<file path="config.mk">
export PLATFORM = sky130hd
export DESIGN_NAME = twostep_flash_seq
export DESIGN_NICKNAME = d
export VERILOG_FILES = /design/src/rtl/tsf_pkg.sv /design/src/rtl/tsf_phase_seq.sv /design/src/rtl/tsf_flash_enc.sv /design/src/rtl/tsf_result_latch.sv /design/src/rtl/twostep_flash_seq.sv
export SDC_FILE = /design/constraint.sdc
export NUM_CORES = 1
export LEC_CHECK = 0
export BUFFER_PORTS_ARGS = -buffer_cell sky130_fd_sc_hd__buf_2
export CAP_MARGIN = 5
export CORE_MARGIN = 5
export CORE_UTILIZATION = 30
export DETAILED_ROUTE_END_ITERATION = 6
export GPL_ROUTABILITY_DRIVEN = 0
export PLACE_DENSITY = 0.55
export RECOVER_POWER = 50
export SLEW_MARGIN = 10
export SYNTH_ARGS = -nofsm -noshare
export SYNTH_HDL_FRONTEND = slang
export SYNTH_SLANG_ARGS = --single-unit
</file>
<file path="constraint.sdc">
create_clock -name clk -period 3.3 [get_ports clk]
set_input_delay 0.33 -clock clk [delete_from_list [all_inputs] [get_ports clk]]
set_output_delay 0.33 -clock clk [all_outputs]
set_load 0.05 [all_outputs]
</file>
<file path="src/rtl/tsf_pkg.sv">
package tsf_pkg;

  typedef enum logic [1:0] {
    PH_IDLE  = 2'd0,
    PH_HOLD  = 2'd1,
    PH_RESID = 2'd2,
    PH_FINE  = 2'd3
  } phase_e;

  // Coarse segment index (count-1) in offset binary; flipping the top bit
  // turns it into the signed upper half.
  function automatic int coarse_upper(input int cnt, input int hw);
    return (cnt - 1) ^ (1 << (hw - 1));
  endfunction

  // Fine half: count-1, clamped to the representable range.
  function automatic int fine_lower(input int cnt, input int hw);
    if (cnt <= 0)             return 0;
    else if (cnt > (1 << hw)) return (1 << hw) - 1;
    else                      return cnt - 1;
  endfunction

endpackage

</file>
<file path="src/rtl/tsf_phase_seq.sv">
module tsf_phase_seq #(
  parameter int INIT_CYC = 6
) (
  input  logic clk,
  input  logic rst_n,
  input  logic start,
  output logic hold_n,
  output logic coarse_cmp,
  output logic resid_az,
  output logic resid_amp,
  output logic fine_cmp
);
  import tsf_pkg::*;

  localparam int IW = $clog2(INIT_CYC + 1);

  logic [IW-1:0] init_q;
  phase_e        ph_q;
  logic          ready;

  assign ready = (init_q == IW'(INIT_CYC));

  always_ff @(posedge clk or negedge rst_n) begin
    if (!rst_n) begin
      init_q <= '0;
      ph_q   <= PH_IDLE;
    end else if (!ready) begin
      init_q <= init_q + 1'b1;
    end else begin
      case (ph_q)
        PH_IDLE:  if (start) ph_q <= PH_HOLD;
        PH_HOLD:  ph_q <= PH_RESID;
        PH_RESID: ph_q <= PH_FINE;
        default:  ph_q <= start ? PH_HOLD : PH_IDLE;
      endcase
    end
  end

  assign hold_n     = (ph_q != PH_HOLD);
  assign coarse_cmp = (ph_q == PH_HOLD);
  assign resid_az   = (ph_q == PH_RESID);
  assign fine_cmp   = (ph_q == PH_FINE);
  assign resid_amp  = resid_az | fine_cmp;

  // hold lasts a single clock
  p_hold_single_r3: assert property (@(posedge clk) disable iff (!rst_n)
    !hold_n |=> hold_n);
  // no hold before initialization completes
  p_init_quiet_r2: assert property (@(posedge clk) disable iff (!rst_n)
    !ready |-> hold_n);
  // phase order hold -> residue auto-zero -> fine compare
  p_hold_then_az_r4: assert property (@(posedge clk) disable iff (!rst_n)
    coarse_cmp |=> resid_az);
  p_az_then_fine_r4: assert property (@(posedge clk) disable iff (!rst_n)
    resid_az |=> fine_cmp);

endmodule

</file>
<file path="src/rtl/tsf_flash_enc.sv">
module tsf_flash_enc #(
  parameter int HALF_W = 5,
  parameter int NCMP   = (1 << HALF_W) + 1
) (
  input  logic [NCMP-1:0]   therm,
  output logic [HALF_W-1:0] upper,
  output logic [HALF_W-1:0] lower,
  output logic              ovr_pos,
  output logic              ovr_neg
);
  localparam int CNT_W = $clog2(NCMP + 1);

  logic [CNT_W-1:0] ones_cnt;

  // Counting ones tolerates bubbles in the comparator word.
  always_comb begin
    ones_cnt = '0;
    for (int i = 0; i < NCMP; i++) ones_cnt = ones_cnt + CNT_W'(therm[i]);
  end

  assign upper   = HALF_W'(tsf_pkg::coarse_upper(int'(ones_cnt), HALF_W));
  assign lower   = HALF_W'(tsf_pkg::fine_lower(int'(ones_cnt), HALF_W));
  assign ovr_neg = (ones_cnt == '0);
  assign ovr_pos = (ones_cnt == CNT_W'(NCMP));

endmodule

</file>
<file path="src/rtl/tsf_result_latch.sv">
module tsf_result_latch #(
  parameter int HALF_W = 5,
  parameter int RES_W  = 2 * HALF_W
) (
  input  logic              clk,
  input  logic              rst_n,
  input  logic              cap_coarse,
  input  logic              cap_fine,
  input  logic [HALF_W-1:0] upper,
  input  logic [HALF_W-1:0] lower,
  input  logic              ovr_pos,
  input  logic              ovr_neg,
  output logic [RES_W-1:0]  res_data,
  output logic              res_ovr,
  output logic              res_valid
);
  // first level: coarse half and its range flags
  logic [HALF_W-1:0] up_q;
  logic              op_q, on_q;
  logic [RES_W-1:0]  merged;

  always_comb begin
    if (op_q)      merged = {1'b0, {(RES_W-1){1'b1}}};
    else if (on_q) merged = {1'b1, {(RES_W-1){1'b0}}};
    else           merged = {up_q, lower};
  end

  always_ff @(posedge clk or negedge rst_n) begin
    if (!rst_n) begin
      up_q <= '0;
      op_q <= 1'b0;
      on_q <= 1'b0;
    end else if (cap_coarse) begin
      up_q <= upper;
      op_q <= ovr_pos;
      on_q <= ovr_neg;
    end
  end

  // second level: full word, updated only at the end of a conversion
  always_ff @(posedge clk or negedge rst_n) begin
    if (!rst_n) begin
      res_data  <= '0;
      res_ovr   <= 1'b0;
      res_valid <= 1'b0;
    end else begin
      res_valid <= cap_fine;
      if (cap_fine) begin
        res_data <= merged;
        res_ovr  <= op_q | on_q;
      end
    end
  end

  // output word holds between completions
  p_data_stable_r10: assert property (@(posedge clk) disable iff (!rst_n)
    !res_valid |-> ($stable(res_data) && $stable(res_ovr)));
  // out-of-range always carries a full-scale code
  p_ovr_fullscale_r7: assert property (@(posedge clk) disable iff (!rst_n)
    res_ovr |-> (res_data == {1'b0, {(RES_W-1){1'b1}}} ||
                 res_data == {1'b1, {(RES_W-1){1'b0}}}));

endmodule

</file>
<file path="src/rtl/twostep_flash_seq.sv">
module twostep_flash_seq #(
  parameter int HALF_W   = 5,
  parameter int INIT_CYC = 6,
  parameter int NCMP     = (1 << HALF_W) + 1,
  parameter int RES_W    = 2 * HALF_W
) (
  input  logic             clk,
  input  logic             rst_n,
  input  logic             conv_start,
  input  logic [NCMP-1:0]  therm_in,
  output logic             hold_n,
  output logic             coarse_cmp,
  output logic             resid_az,
  output logic             resid_amp,
  output logic             fine_cmp,
  output logic             res_valid,
  output logic [RES_W-1:0] res_data,
  output logic             res_ovr
);
  logic [HALF_W-1:0] enc_upper, enc_lower;
  logic              enc_pos, enc_neg;

  tsf_phase_seq #(.INIT_CYC(INIT_CYC)) u_seq (
    .clk(clk), .rst_n(rst_n), .start(conv_start),
    .hold_n(hold_n), .coarse_cmp(coarse_cmp), .resid_az(resid_az),
    .resid_amp(resid_amp), .fine_cmp(fine_cmp)
  );

  // one encoder serves both passes
  tsf_flash_enc #(.HALF_W(HALF_W), .NCMP(NCMP)) u_enc (
    .therm(therm_in), .upper(enc_upper), .lower(enc_lower),
    .ovr_pos(enc_pos), .ovr_neg(enc_neg)
  );

  tsf_result_latch #(.HALF_W(HALF_W), .RES_W(RES_W)) u_lat (
    .clk(clk), .rst_n(rst_n), .cap_coarse(coarse_cmp), .cap_fine(fine_cmp),
    .upper(enc_upper), .lower(enc_lower), .ovr_pos(enc_pos), .ovr_neg(enc_neg),
    .res_data(res_data), .res_ovr(res_ovr), .res_valid(res_valid)
  );

  // completion follows the fine compare by one clock, as a single pulse
  p_valid_after_fine_r6: assert property (@(posedge clk) disable iff (!rst_n)
    fine_cmp |=> res_valid);
  p_valid_pulse_r6: assert property (@(posedge clk) disable iff (!rst_n)
    res_valid |=> !res_valid);

endmodule

</file>
-- Word-level counts from Yosys, hierarchy flattened
Cells that the tools add are included.
- $add $sub $neg: 34
- reductions and logical operators: 3
- order comparisons: 2
- bitwise operators: 3
- mux-type cells: 7
- equality and inequality tests: 7
- operators by type and width (cell ; number):
    adder 6 x 1 -> 6 bit ; 31
    two-way mux 10 bit ; 2
    two-way mux 5 bit ; 2
    equality test 6 bit (second input constant) ; 1
    > comparator 6 bit (second input constant) ; 1
    <= comparator 6 x 1 -> 1 bit (second input constant) ; 1
    zero test 6 bit ; 1
    one-hot mux 2 bit (3 select lines) ; 1
    subtractor 5 x 1 -> 5 bit (second input constant) ; 1
    equality test 2 bit (second input constant) ; 2
    adder 3 x 1 -> 3 bit (second input constant) ; 1
    equality test 3 bit (second input constant) ; 1
    adder 1 x 1 -> 2 bit ; 1
    equality test 2 x 1 -> 1 bit (second input constant) ; 1
    zero test 2 bit ; 1
    two-way mux 2 bit ; 1
    != test 2 x 1 -> 1 bit (second input constant) ; 1
    != test 2 bit (second input constant) ; 1
    bitwise OR 1 bit ; 2
    AND reduction 2 bit ; 1
    two-way mux 1 bit ; 1
    NOT 1 bit ; 1
- register bits: 24
- input bits: 36
- output and inout port bits: 17

-- Longest topological paths before layout
Gate-level depths: netlist of run 1.
- depth after elaboration: 37
- mapped depth: 18

-- Hierarchy
Synthesis of run 1 repeated with hierarchy kept, for this count alone.
- cell total of the unflattened synthesis: 244
- area total of the unflattened synthesis: 2328.5 um^2
- by module, submodules not included (module ; sequential area each (um^2) ; cells each ; area an instance (um^2) ; times used):
    tsf_flash_enc ; 0.0 ; 151 ; 1277.5 ; 1
    tsf_result_latch ; 475.5 ; 64 ; 755.7 ; 1
    tsf_phase_seq ; 125.1 ; 29 ; 295.3 ; 1

-- Worst setup path before layout of run 1
No wires, ideal clock.
- kind: input port to flip-flop
- start point: input therm_in[0]
- end point: register u_lat.res_data[2]
- path slack: -1.844 ns
- library setup time: 0.127 ns
- path buffers: 0
- stages on the path: 18
- data arrival time: 5.018 ns
- cell sequence: ha_1 -> inv_1 -> fa_1 -> fa_1 -> fa_1 -> fa_1 -> fa_1 -> fa_1 -> inv_1 -> ha_1 -> inv_1 -> fa_1 -> xor2_1 -> inv_1 -> a21oi_4 -> a31oi_4 -> o211ai_1 -> o21ai_1
- cells in the longest elaborated chain, start to end: 37
- elaborated cells between the ends (all ways): 39
- classes of those cells: 33 x add/sub; 2 x order compare; 4 x mux
- ends and longest elaborated chain (what ; line ; text):
    start: declaration ; twostep_flash_seq.sv:10 ; input logic [NCMP-1:0] therm_in,
    adder 1 x 1 -> 2 bit (*) ; tsf_flash_enc.sv:18 ; for (int i = 0; i < NCMP; i++) ones_cnt = ones_cnt + CNT_W'(therm[i]);
    adder 6 x 1 -> 6 bit (*) (31 in a row) ; tsf_flash_enc.sv:18 ;
    subtractor 5 x 1 -> 5 bit or > comparator 6 bit (tied branches) ; tsf_pkg.sv:20, tsf_pkg.sv:19 ;
    two-way mux 5 bit ; tsf_pkg.sv:19 ; else if (cnt > (1 << hw)) return (1 << hw) - 1;
    two-way mux 5 bit (*) ; tsf_pkg.sv:18 ; if (cnt <= 0) return 0;
    two-way mux 10 bit (*) ; tsf_result_latch.sv:24 ; else if (on_q) merged = {1'b1, {(RES_W-1){1'b0}}};
    two-way mux 10 bit (*) ; tsf_result_latch.sv:23 ; if (op_q) merged = {1'b0, {(RES_W-1){1'b1}}};
    end signal: assignment ; tsf_result_latch.sv:49 ; res_data <= merged;
    end: declaration ; tsf_result_latch.sv:13 ; output logic [RES_W-1:0] res_data,
Mark *: on every way between the ends. The rest lies on a longest branch, timed or not.
A chain may end at the register's enable or synchronous reset.

-- Worst setup path after layout of run 1
- start point: input therm_in[1]
- end point: register u_lat.res_data[4]
Same word-level chain as after synthesis.

==> results of run 1 <==
final cells by class:
class                           instances  share of cell area, %
Clock buffer                            4                   1.99
Inverter                               55                   7.48
Multi-Input combinational cell        125                   50.2
Sequential cell                        24                   21.7
Tap cell                               80                   3.62
Timing Repair Buffer                   67                   14.9
critical path: stages:
cell and delay (ns):
buf_6 0.09, ha_4 0.25, inv_2 0.03, fa_1 0.49, fa_1 0.44, fa_1 0.52
fa_1 0.43, fa_1 0.51, fa_1 0.42, inv_2 0.07, ha_4 0.13, inv_2 0.04
fa_2 0.61, ha_4 0.18, inv_2 0.04, a211oi_2 0.16, xnor2_1 0.18, o21ai_1 0.09
a21oi_1 0.12
synthesized netlist by cell type:
cell type | n | area, um^2
nor2_1 | 23 | 86.3
ha_1 | 17 | 213
nand4_1 | 2 | 12.5
fa_1 | 25 | 500
o32a_1 | 1 | 10.0
a21oi_1 | 19 | 95.1
inv_1 | 55 | 206
a31oi_1 | 1 | 6.26
or2_2 | 1 | 6.26
xor2_1 | 1 | 8.76
o211ai_1 | 1 | 7.51
a21oi_4 | 1 | 16.3
nand3_1 | 3 | 15.0
mux2_2 | 2 | 22.5
a21boi_0 | 1 | 7.51
mux2i_1 | 1 | 10.0
clkdlybuf4s50_2 | 1 | 11.3
a21o_2 | 1 | 8.76
xnor2_1 | 4 | 35.0
and2b_2 | 1 | 8.76
a31oi_4 | 2 | 42.5
buf_2 | 1 | 5.00
a21o_1 | 1 | 7.51
clkbuf_1 | 2 | 7.51
a21oi_2 | 1 | 8.76
o21ai_1 | 4 | 20.0
o2bb2ai_1 | 1 | 8.76
a211oi_2 | 1 | 12.5
dfrtp_1 | 24 | 601
nand3_2 | 1 | 10.0
nand2b_1 | 1 | 6.26
o21ai_0 | 4 | 20.0
nand2_1 | 4 | 15.0
what timing repair did:
action                     in CTS  in global routing
pin swaps                       7                  6
gates resized for setup        12                  8
setup endpoints to repair      12                 12
buffers inserted                1                  2
how the worst max path moves through the flow:
stage                     slack [ns]           endpoint  depth (start not counted)        start
after floorplan                -1.61  u_lat.res_data[2]                         18  therm_in[1]
after global placement         -1.93  u_lat.res_data[3]                         19  therm_in[1]
after detailed placement       -1.98  u_lat.res_data[3]                         19  therm_in[0]
after CTS                      -1.57  u_lat.res_data[3]                         19  therm_in[1]
after global routing           -1.78  u_lat.res_data[4]                         19  therm_in[1]
final                          -1.62  u_lat.res_data[4]                         19  therm_in[1]
state kept, by name, indices dropped and copies added (netlist names):
register	flops
u_lat.res_valid	1
u_lat.up_q	5
u_lat.res_data	10
u_seq.ph_q	2
u_lat.on_q	1
u_lat.op_q	1
u_seq.init_q	3
u_lat.res_ovr	1
metal layers:
| metal | track usage, % | part of all wire, % | wire length (um) |
|---|---|---|---|
| met1 | 11.7 | 42 | 1640 |
| met2 | 17.7 | 53 | 2060 |
| met3 | 0.894 | 3.6 | 140 |
| met4 | 2.20 | 1.1 | 41 |
| met5 | 0 | 0 | 0 |
through the flow:
stage | TNS (ns) | utilization (%)
detailed placement | -21.22 | 38.2
floorplan | -17.04 | -
global placement | -20.95 | 38.2
CTS | -16.97 | 40.0
global route | -19.16 | 41.1
finish | -17.23 | 41.1
logic make-up after synthesis:
logic type,count (synthesis),synth area share (%)
AOI/OAI and AO/OA,39,13.2
xor gates and xnor gates,5,2.13
adders and majority gates,42,34.8
buffers and inverters,59,11.2
DFF,24,29.3
muxes,3,1.59
and+or+nand+nor,36,7.80
==> results.toml, run 1 <==
[setup_path]
crit_path_end_kind = "flop"
r2r_cells = 4
cp.arrival_ns = 5.11
startpoint_type = "input pin"
cp.required_ns = 3.50
regToRegSetupSlack_ns = 1.46
crit-reg2reg-capture = "u_seq.ph_q[0]"
worstSetupPathType = "input pin to flop"
crit_fanout = 3
r2r_start = "u_seq.ph_q[0]"

[floorplan]
die_h_um = 92.7
dieArea_um2 = 8590
die_w_um = 92.7
row_count = 30
coreArea_um2 = 6720
io-pin-count = 53
start_util_pct = 30.5

[yosys]
yosys_warnings = 0
syn_area_um2 = 2050
syn_inst = 208
syn_area_per_cell_um2 = 9.87
synth_seq_cells = 24
synth_nets = 286
synth_seq_area_share_pct = 29.3
synth_cell_types = 33

[layout]
layout.cell_area.non_filler_um2 = 2760
num_antenna_cells = 0
stdcell_count = 355
layout_common_cells = "inv_1, buf_2, fa_1, dfrtp_1, nor2_1"
fillers = 664
area_growth_pct = 34.6
layout.nets = 354
layout_commonest_cell = "inv_1"
multi_input_area_um2 = 1390
ff_latch_area_um2 = 601
drive_gt1_share_pct = 38.2

[routing]
drc_errors = 0
wl_per_cell_um = 10.9
dr.pass1.iters = 4
drt_wl_total_um = 3880
via_count = 1530
antenna_left = 0
viasPerCell = 4.31
drtIter0Drc = 47

[timing]
max_freq_mhz = 203
finalHoldViolations = 0
grt_setup_unrepaired = "true"
slew_viol_final = 0
max-slew-margin-rel_pct = 13.9
setup_viol = 12
tightestPinTransition_ns = 1.29
period_needed_ns = 4.92
finalCritPeriodShare_pct = 149
finalClockSkew_ns = 0.00934
hold_ws_ns = 0.324
fin_ws_ns = -1.62

[cts]
clkSinkCount = 24
insertion_delay_ns = 0.26
path_clk_slew_ns = 0.09
postCtsHoldBufs = 0
cts_tree = "yes"
cts_max_level = 1
cts_root_buf = "clkbuf_8"
clockBufferDepth = 2
cts_made_buffers = 3

[status]
violations = "setup timing"
status = "finished with violations"

[global_route]
grt_usage_pct = 9.49
overflow = 0
grt_pass1_wl_um = 6820
grt_max_degree = 25
grt_pass1_vias = 1551
antenna_found_initial = 0

[place]
hpwl_um = 3240
placed_area_um2 = 2560
place_ws_ns = -1.98
port_buffers = 52
dp.cells = 348

[worst_hold_path]
worstHoldPathType = "input pin to asynchronous set/reset pin"

[run]
max_cap_viol_count = 0
Power of run 1 is not shown: default switching activity piles up to over one toggle a cycle in this logic, so the estimate is an artifact.
==> run 2, diff against run 1 <==
--- a/config.mk
+++ b/config.mk
@@ -11,9 +11,10 @@
 export CORE_UTILIZATION = 30
 export DETAILED_ROUTE_END_ITERATION = 6
 export GPL_ROUTABILITY_DRIVEN = 0
-export PLACE_DENSITY = 0.55
+export PLACE_DENSITY = 0.54
 export RECOVER_POWER = 50
 export SLEW_MARGIN = 10
 export SYNTH_ARGS = -nofsm -noshare
 export SYNTH_HDL_FRONTEND = slang
+export SYNTH_HIERARCHICAL = 1
 export SYNTH_SLANG_ARGS = --single-unit
==> run 2 against run 1 <==
  * Clock skew decreased by 0.0077 ns
  * Core utilization increased by 0.69 points
  * The run still ends with setup timing left
  * First-iteration DRC count unchanged
==> results.toml, run 2 <==
[status]
status = "finished with violations"
violations = "setup timing"

[cts]
cts_max_level = 1
cts_tree = "yes"
cts_root_buf = "clkbuf_8"
postCtsHoldBufs = 0
clockBufferDepth = 2
insertion_delay_ns = 0.26
clkSinkCount = 24
cts_made_buffers = 3
path_clk_slew_ns = 0.08

[worst_hold_path]
worstHoldPathType = "input pin to asynchronous set/reset pin"

[global_route]
grt_pass1_wl_um = 8690
grt_pass1_vias = 1978
grt_max_degree = 25
overflow = 0
grt_usage_pct = 10.6
antenna_found_initial = 0

[setup_path]
path_cells = "buf_6 -> fa_1 -> inv_2 -> fa_1 -> inv_1 -> fa_1 -> inv_1 -> fa_1 -> fa_1 -> fa_1 -> inv_2 -> ha_4 -> fa_2 -> buf_4 -> nor3_4 -> xnor3_2 -> a2111oi_4 -> nor3_2 -> nand2b_1 -> a21oi_1"
r2r_cells = 3
startpoint_type = "input pin"
cp.arrival_ns = 5.38
r2r_start = "u_seq/ph_q[0]"
cp.required_ns = 3.42
path_common_cell = "fa_1"
cpMaxStageDelayCell = "fa_1"
worstSetupPathType = "input pin to flop"
crit_path_end_kind = "flop"
crit_fanout = 3
regToRegSetupSlack_ns = 1.51
crit-reg2reg-capture = "u_lat/res_data[9]"
cpPeakStageDelay_ns = 0.54

[yosys]
yosys_warnings = 6
synth_edf_count = 0
async_reset_ff_share_pct = 100
synth_mux_area_share_pct = 3.87
synth_area_leaders = "dfrtp_1, fa_1, ha_1, inv_1, a21oi_1"
synth_seq_cells = 24
syn_area_um2 = 2330
ys.flop_type = "dfrtp_1"
syn_area_per_cell_um2 = 9.54
synth_nets = 327
synthXorXnorAreaFrac_pct = 2.90
syn_inst = 244
synth.top_cell.area_share_pct = 25.8
synth_seq_area_share_pct = 25.8
synth_compound_area_share_pct = 11.3
yosys.area_share.simple_pct = 11.9
synth_cell_types = 36
synth_top_area_cell = "dfrtp_1"
synth_commonest_cells = "inv_1, fa_1, dfrtp_1, ha_1, a21oi_1"
post-synth-top-count-cell = "inv_1"
synth_top_family_by_area = "adder cells"
synth-adder-area-share_pct = 33.6

[floorplan]
row_count = 32
die_h_um = 98.1
coreArea_um2 = 7650
io-pin-count = 53
die_w_um = 98.1
dieArea_um2 = 9620
start_util_pct = 30.4

[place]
dp.cells = 419
placed_area_um2 = 2960
hpwl_um = 4150
port_buffers = 52

[layout]
fillers = 765
layout_commonest_cell = "inv_1"
layout.cell_area.non_filler_um2 = 3200
layout_common_cells = "inv_1, buf_2, buf_4"
num_antenna_cells = 0
regMostFlops = "u_lat/res_data"
largest_register_ffs = 10
layout.nets = 410
largestRegisters = "u_lat/res_data: 10 flops, u_lat/up_q: 5 flops, u_seq/init_q: 3 flops"
area_growth_pct = 37.2
drive_gt1_share_pct = 40.3
stdcell_count = 427

[timing]
finalClockSkew_ns = 0.00168
setup_viol = 12
period_needed_ns = 5.25
finalCritPeriodShare_pct = 159
max_freq_mhz = 190
grt_setup_unrepaired = "true"
finalHoldViolations = 0
fin_ws_ns = -1.95
slew_viol_final = 0
max-slew-margin-rel_pct = 14.5
tightestPinTransition_ns = 1.28

[run]
max_cap_viol_count = 0

[routing]
wl_per_cell_um = 11.6
drc_errors = 0
dr.pass1.iters = 3
antenna_left = 0
drtIter0Drc = 47
viasPerCell = 4.29
via_count = 1830
drt_wl_total_um = 4940
-- run 2: cell count changes after synthesis, moves of 6 or more --
cell and change:
nand2b_1 +9, nand2_1 +8, mux2_2 +6, nor2_1 -6
-- run 2: worst max-delay path by stage --
stage          depth (start not counted)  slack (ns)    startpoint                end
2_1_floorplan                         21       -1.96   therm_in[0]  u_lat/res_data[3]
3_3_place_gp                          22       -2.22   therm_in[0]  u_lat/res_data[3]
3_5_place_dp                          22       -2.27   therm_in[0]  u_lat/res_data[3]
4_1_cts                               21       -1.91  therm_in[21]  u_lat/res_data[3]
5_1_grt                               20       -2.11  therm_in[21]  u_lat/res_data[3]
6_report                              20       -1.95  therm_in[21]  u_lat/res_data[3]
-- run 2: cell type report --
cell class                 count  area, um^2  share of cell area, %
sequential                    24         601                   18.8
timing repair buffer          82         523                   16.4
multi-input combinational    157        1670                   52.3
tap                          102         128                   3.99
clock buffer                   3        41.3                   1.29
inverter                      59         231                   7.24
-- run 2: kinds of logic after synthesis --
group,Yosys count
buffers and inverters,63
AND/OR/NAND/NOR,56
adder cells (fa/ha/maj),47
AO/OA/AOI/OAI,40
flip-flops,24
multiplexers,8
XOR/XNOR,6
-- run 2: what timing repair did --
item | CTS | global route
buffers inserted | 4 | 2
endpoints found under the setup margin | 12 | 12
pin swaps | 4 | 17
cloned | 0 | 0
gates resized for setup | 12 | 20
-- run 2: critical path: cells and delay by family --
| family | cells | cell delay, ns |
|---|---|---|
| compound gates | 2 | 0.43 |
| xor+xnor | 1 | 0.31 |
| fa+ha+maj | 8 | 3.56 |
| buf+inv | 6 | 0.43 |
| simple gates | 3 | 0.30 |
-- run 2: stage by stage --
stage	utilization [%]	hold WS, ns	setup TNS (ns)	setup WS (ns)
floorplan	-	0.0344	-19.61	-1.96
global placement	38.6	0.342	-23.96	-2.22
detailed placement	38.6	0.354	-24.34	-2.27
CTS	40.2	0.0574	-20.25	-1.91
global route	41.8	0.479	-21.78	-2.11
finish	41.8	0.327	-19.77	-1.95
-- run 2: routing by layer --
layer  vias up  track usage, %  wire length (um)
met2        18            19.6              2640
met5         -               0                 0
met1       887            13.4              2180
li1        925               -                 -
met3         0            1.71               114
met4         0           0.958                 0
Power of run 2 is left out for the same reason.
